File: src/rtl/cot_pkg.sv
package cot_pkg;
  typedef enum logic [2:0] {
    ST_IDLE  = 3'd0,
    ST_BLANK = 3'd1,
    ST_SENSE = 3'd2,
    ST_OFF   = 3'd3,
    ST_HOLD  = 3'd4
  } cot_state_e;
endpackage

File: src/rtl/cot_sync.sv
module cot_sync #(
  parameter int W = 1
) (
  input  logic         clk,
  input  logic         rst_n,
  input  logic [W-1:0] d_i,
  output logic [W-1:0] q_o
);
  logic [W-1:0] meta_q;
  logic [W-1:0] stab_q;

  always_ff @(posedge clk or negedge rst_n) begin
    if (!rst_n) begin
      meta_q <= '0;
      stab_q <= '0;
    end else begin
      meta_q <= d_i;
      stab_q <= meta_q;
    end
  end

  assign q_o = stab_q;
endmodule

File: src/rtl/cot_dwell.sv
module cot_dwell #(
  parameter int W = 8
) (
  input  logic         clk,
  input  logic         rst_n,
  input  logic         ld_i,
  input  logic [W-1:0] ld_val_i,
  output logic         last_o
);
  logic [W-1:0] cnt_q;
  logic [W-1:0] cnt_d;

  always_comb begin
    cnt_d = cnt_q;
    if (ld_i) begin
      cnt_d = ld_val_i;
    end else if (cnt_q != '0) begin
      cnt_d = cnt_q - W'(1);
    end
  end

  always_ff @(posedge clk or negedge rst_n) begin
    if (!rst_n) cnt_q <= '0;
    else        cnt_q <= cnt_d;
  end

  assign last_o = (cnt_q <= W'(1));
endmodule

File: src/rtl/cot_switch_ctrl.sv
module cot_switch_ctrl
  import cot_pkg::*;
#(
  parameter int CNT_W       = 16,
  parameter int OC_HOLD_CYC = 1300000
) (
  input  logic             clk,
  input  logic             rst_n,
  input  logic             peak_fix_i,
  input  logic             peak_adj_i,
  input  logic             ocp_i,
  input  logic             dim_en_i,
  input  logic             otp_i,
  input  logic             uvlo_i,
  input  logic [CNT_W-1:0] toff_cyc_i,
  input  logic [CNT_W-1:0] blank_cyc_i,
  output logic             gate_o
);
  localparam int NSYNC  = 6;
  localparam int HOLD_W = $clog2(OC_HOLD_CYC + 1);

  // reset: asserted asynchronously, released on the clock
  logic rst_meta_q, rst_sync_q;
  always_ff @(posedge clk or negedge rst_n) begin
    if (!rst_n) begin
      rst_meta_q <= 1'b0;
      rst_sync_q <= 1'b0;
    end else begin
      rst_meta_q <= 1'b1;
      rst_sync_q <= rst_meta_q;
    end
  end

  logic [NSYNC-1:0] raw_in, syn_in;
  assign raw_in = {peak_fix_i, peak_adj_i, ocp_i, dim_en_i, otp_i, uvlo_i};

  cot_sync #(.W(NSYNC)) u_sync (
    .clk   (clk),
    .rst_n (rst_sync_q),
    .d_i   (raw_in),
    .q_o   (syn_in)
  );

  logic pk_hit, ocp_s, dim_s, flt_s, inhibit;
  assign pk_hit  = syn_in[5] | syn_in[4];
  assign ocp_s   = syn_in[3];
  assign dim_s   = syn_in[2];
  assign flt_s   = syn_in[1] | syn_in[0];
  assign inhibit = flt_s | ~dim_s;

  cot_state_e state_q, state_d;
  logic       gate_q, gate_d;
  logic       ph_ld, ph_last, hold_ld, hold_last;
  logic [CNT_W-1:0] ph_val;

  cot_dwell #(.W(CNT_W)) u_phase_tmr (
    .clk      (clk),
    .rst_n    (rst_sync_q),
    .ld_i     (ph_ld),
    .ld_val_i (ph_val),
    .last_o   (ph_last)
  );

  cot_dwell #(.W(HOLD_W)) u_hold_tmr (
    .clk      (clk),
    .rst_n    (rst_sync_q),
    .ld_i     (hold_ld),
    .ld_val_i (HOLD_W'(OC_HOLD_CYC)),
    .last_o   (hold_last)
  );

  always_comb begin
    state_d = state_q;
    unique case (state_q)
      ST_IDLE:  if (!inhibit) state_d = ST_BLANK;
      ST_BLANK: begin
        if (ocp_s)        state_d = ST_HOLD;
        else if (inhibit) state_d = ST_IDLE;
        else if (ph_last) state_d = ST_SENSE;
      end
      ST_SENSE: begin
        if (ocp_s)        state_d = ST_HOLD;
        else if (inhibit) state_d = ST_IDLE;
        else if (pk_hit)  state_d = ST_OFF;
      end
      ST_OFF: begin
        if (inhibit)      state_d = ST_IDLE;
        else if (ph_last) state_d = ST_BLANK;
      end
      ST_HOLD: if (hold_last) state_d = inhibit ? ST_IDLE : ST_BLANK;
      default:            state_d = ST_IDLE;
    endcase
  end

  always_comb begin
    gate_d  = (state_d == ST_BLANK) || (state_d == ST_SENSE);
    ph_ld   = (state_d != state_q) &&
              ((state_d == ST_BLANK) || (state_d == ST_OFF));
    ph_val  = (state_d == ST_BLANK) ? blank_cyc_i : toff_cyc_i;
    hold_ld = (state_d == ST_HOLD) && (state_q != ST_HOLD);
  end

  always_ff @(posedge clk or negedge rst_sync_q) begin
    if (!rst_sync_q) begin
      state_q <= ST_IDLE;
      gate_q  <= 1'b0;
    end else begin
      state_q <= state_d;
      gate_q  <= gate_d;
    end
  end

  assign gate_o = gate_q;
endmodule

File: config.mk
export PLATFORM = sky130hd
export DESIGN_NAME = cot_switch_ctrl
export DESIGN_NICKNAME = d
export VERILOG_FILES = /design/src/rtl/cot_pkg.sv /design/src/rtl/cot_sync.sv /design/src/rtl/cot_dwell.sv /design/src/rtl/cot_switch_ctrl.sv
export SDC_FILE = /design/constraint.sdc
export NUM_CORES = 1
export LEC_CHECK = 0
export BUFFER_PORTS_ARGS = -buffer_cell sky130_fd_sc_hd__clkbuf_2
export CAP_MARGIN = 20
export CORE_MARGIN = 2
export CORE_UTILIZATION = 40
export CTS_CLUSTER_DIAMETER = 80
export CTS_CLUSTER_SIZE = 12
export DETAILED_ROUTE_END_ITERATION = 10
export GPL_TIMING_DRIVEN = 0
export PLACE_DENSITY = 0.67
export SLEW_MARGIN = 30
export SYNTH_ARGS = -nofsm -noshare
export SYNTH_HDL_FRONTEND = slang
export SYNTH_HIERARCHICAL = 1
export SYNTH_SLANG_ARGS = --single-unit
File: constraint.sdc
create_clock -name clk -period 4.12 [get_ports clk]
set_input_delay 0.206 -clock clk [delete_from_list [all_inputs] [get_ports clk]]
set_output_delay 0.206 -clock clk [all_outputs]
set_load 0.03 [all_outputs]
==> metrics.txt <==
ANT cells=0; Fin. Hold Viols=0; asr flop ratio synth=1.000; Worst Hold Class=in2async; metal1 wirelength=2949 um; worst-path fanout max=10; CTS Buffer Depth=2; sequential group share of total power=0.578; clock share of power=0.302; Clock Sink Count=55; placed cells=483; vias in the first global route=2,503; outcome=finished clean; post-CTS sizing=0; initial antenna violation count=0; CTS Root Cell=clkbuf_8; R2R cell count=12; Cells after Synth=320; Post-Layout Cell Count=498; Sw Share=0.2859; HPWL after DPL=4650 um; CP Class=reg2reg; via count=2,489; clk_lat worst skew=0.32 ns; first-pass GRT wire length=11,210 um; top cell type by total area after synthesis=dfrtp_1; final instance area=3751 um2; pin count of the biggest net entering global routing=29; chip height=92.80 um; pwr dens=291.0 nW/um2; Synth warnings=6; CTS tree=yes; gp weighted congestion=0.8332; met3 WL=261 um; worst slack, placed=0.6761 ns; Yosys cell types=55; Final Cycle Share=0.8605; top layer in use=met4; Worst R2R End=u_phase_tmr/cnt_q[10]; CP Capture Type=flop; Worst-path clk slew=0.11 ns; CP startpoint kind=flop; Finished Core Util=0.4880; R2R Setup Slk=0.57 ns; internal power=0.7794 mW; vias per cell=4.998; CP Launch Point=u_hold_tmr/cnt_q[10]; Core Area=7687 um2; Die ar.=8612 um2; Seq cells post-synth=55; final setup margin=0.5747 ns; Layout Nets=440; Top FF cell, synth=dfrtp_1; final WL=6335 um; share of cells above drive strength 1=0.2273; Synth top area share=0.4363; Avg Inst Size Synth=9.857 um2; Post-synth EDFFs=0; top-level I/O count=41; Starting DRT DRC Count=74; hold_buf cts=7; Post-Syn Area=3154 um2; cts bufs inserted=5; Detailed Routing Iterations Pass 1=4; final max-slew violation count=0; clock skew=0.01207 ns; final worst path period need=3.545 ns; RSZ-0062 raised after global routing=false; Routed WL per cell=12.72 um; relative slew slack=0.5983; placed inst area=3581 um2; Final ANT Viol Nets=0; overall power=1.091 mW; maximum VDD drop=0.0001950 V; final hold slack=0.1883 ns; crit path DAT=3.72 ns; GRT Util Overall=0.1603; fmax=282.1 MHz; worst r2r src=u_hold_tmr/cnt_q[10]; P&R area growth vs syn=18.92%; measured slew at the worst slew-check pin=0.6012 ns; P_sw=0.3120 mW; setup_tns=0 ns; Logic pwr share=0.120; DRC violations left=0; gr ovfl total=0; die width=92.80 um; post-synthesis sequential area ratio=0.4363; Worst EP required=4.30 ns; number of max-cap violations=0; num rows=32; leakage=1.586 nW; WL met2=3059 um; post-CTS setup buffers=0; starting density of the core=0.4103; port bufs=40; top area cells in the synthesized netlist=dfrtp_1, mux2_4, xnor2_1; H-tree lvl count=2; Final Setup Violations=0
## state kept, by name (all words and copies together), names as in the netlist
name / cells
u_hold_tmr/cnt_q: 21
state_q: 3
rst_meta_q: 1
u_sync/q_o: 6
u_phase_tmr/cnt_q: 16
gate_o: 1
rst_sync_q: 1
u_sync/meta_q: 6
## cells in the final DEF, fill, tap and decap left out, types with 9 or more instances in the layout
cell      netlist  layout
dfrtp_1        55      54
clkbuf_2        0      40
nor2_1         34      34
nand2_1        32      32
conb_1          2      22
nor3_1         15      15
xnor2_1        15      15
o21ai_0        10      10
mux2_2         10      10
a21oi_1        10      10
o21ai_1        10      10
mux2_4          9       9
o31ai_1         9       9
## area by class of cell
| cell class | count | area, um2 |
|---|---|---|
| Clock buffer | 5 | 68.82 |
| Tap cell | 102 | 127.6 |
| Multi-Input combinational cell | 264 | 1749 |
| Clock inverter | 3 | 31.28 |
| Sequential cell | 55 | 1380 |
| Inverter | 9 | 33.78 |
| Fill cell | 747 | 3936 |
| Timing Repair Buffer | 48 | 290.3 |
| Buffer | 12 | 70.07 |
## cells in the mapped netlist (all sizes together) (2+ instances only)
master  count
o31a        3
or3         6
mux2i       5
nor2       34
or4         6
nand4b      2
dfrtp      55
a211oi      3
nor3       17
a31oi       3
nand2b      3
or2         2
o31ai       9
xnor2      15
nand3       2
clkbuf      7
o21ai      21
mux2       19
o21a        3
ha          5
nor4       11
nor2b       3
nand2      34
xor2        6
nand4       3
conb        2
nor3b       3
a21oi      10
inv         9
buf         5
o22ai       3
## worst max path at each step
| stage | to | slack [ns] | depth (start not counted) |
|---|---|---|---|
| finish | u_phase_tmr/cnt_q[10] | 0.57 | 12 |
| global route | u_phase_tmr/cnt_q[11] | 0.28 | 12 |
| CTS | u_phase_tmr/cnt_q[10] | 0.63 | 12 |
| detailed placement | u_phase_tmr/cnt_q[11] | 0.68 | 12 |
| global placement | u_phase_tmr/cnt_q[10] | 0.66 | 12 |
| floorplan | u_phase_tmr/cnt_q[11] | 1.28 | 12 |
## power by group through the flow
stage,sequential (mW),combinational (mW),clock (mW)
finish,0.631,0.131,0.329
floorplan,0.630,0.0877,0
CTS,0.630,0.132,0.346
global route,0.638,0.148,0.363
detailed placement,0.640,0.126,0
global placement,0.644,0.115,0
## routing by layer
| layer | vias up | track usage |
|---|---|---|
| li1 | 1278 | - |
| met1 | 1152 | 0.2073 |
| met2 | 53 | 0.2729 |
| met3 | 6 | 0.02929 |
| met4 | 0 | 0.04902 |
| met5 | - | 0 |
## logic make-up after synthesis
logic type	after synthesis	share of synthesized area
muxes	24	0.09441
DFF	55	0.4363
xor gates and xnor gates	21	0.05831
AOI/OAI and AO/OA	62	0.1273
adders and majority gates	5	0.01983
buffers and inverters	21	0.03292
other	2	0.002381
and+or+nand+nor	130	0.2285
## worst max-delay path, cell delays in order (launching register included)
cell and delay, ns:
dfrtp_1 0.45, nor4_1 0.46, and4_4 0.30, o211a_1 0.16, nand2b_1 0.13, a22oi_1 0.08
o2bb2ai_2 0.23, a21boi_0 0.52, clkbuf_1 0.45, inv_2 0.09, clkbuf_1 0.27, nor2_1 0.20
nor3_1 0.07
Note: power is estimated with default switching activity, not from simulation.
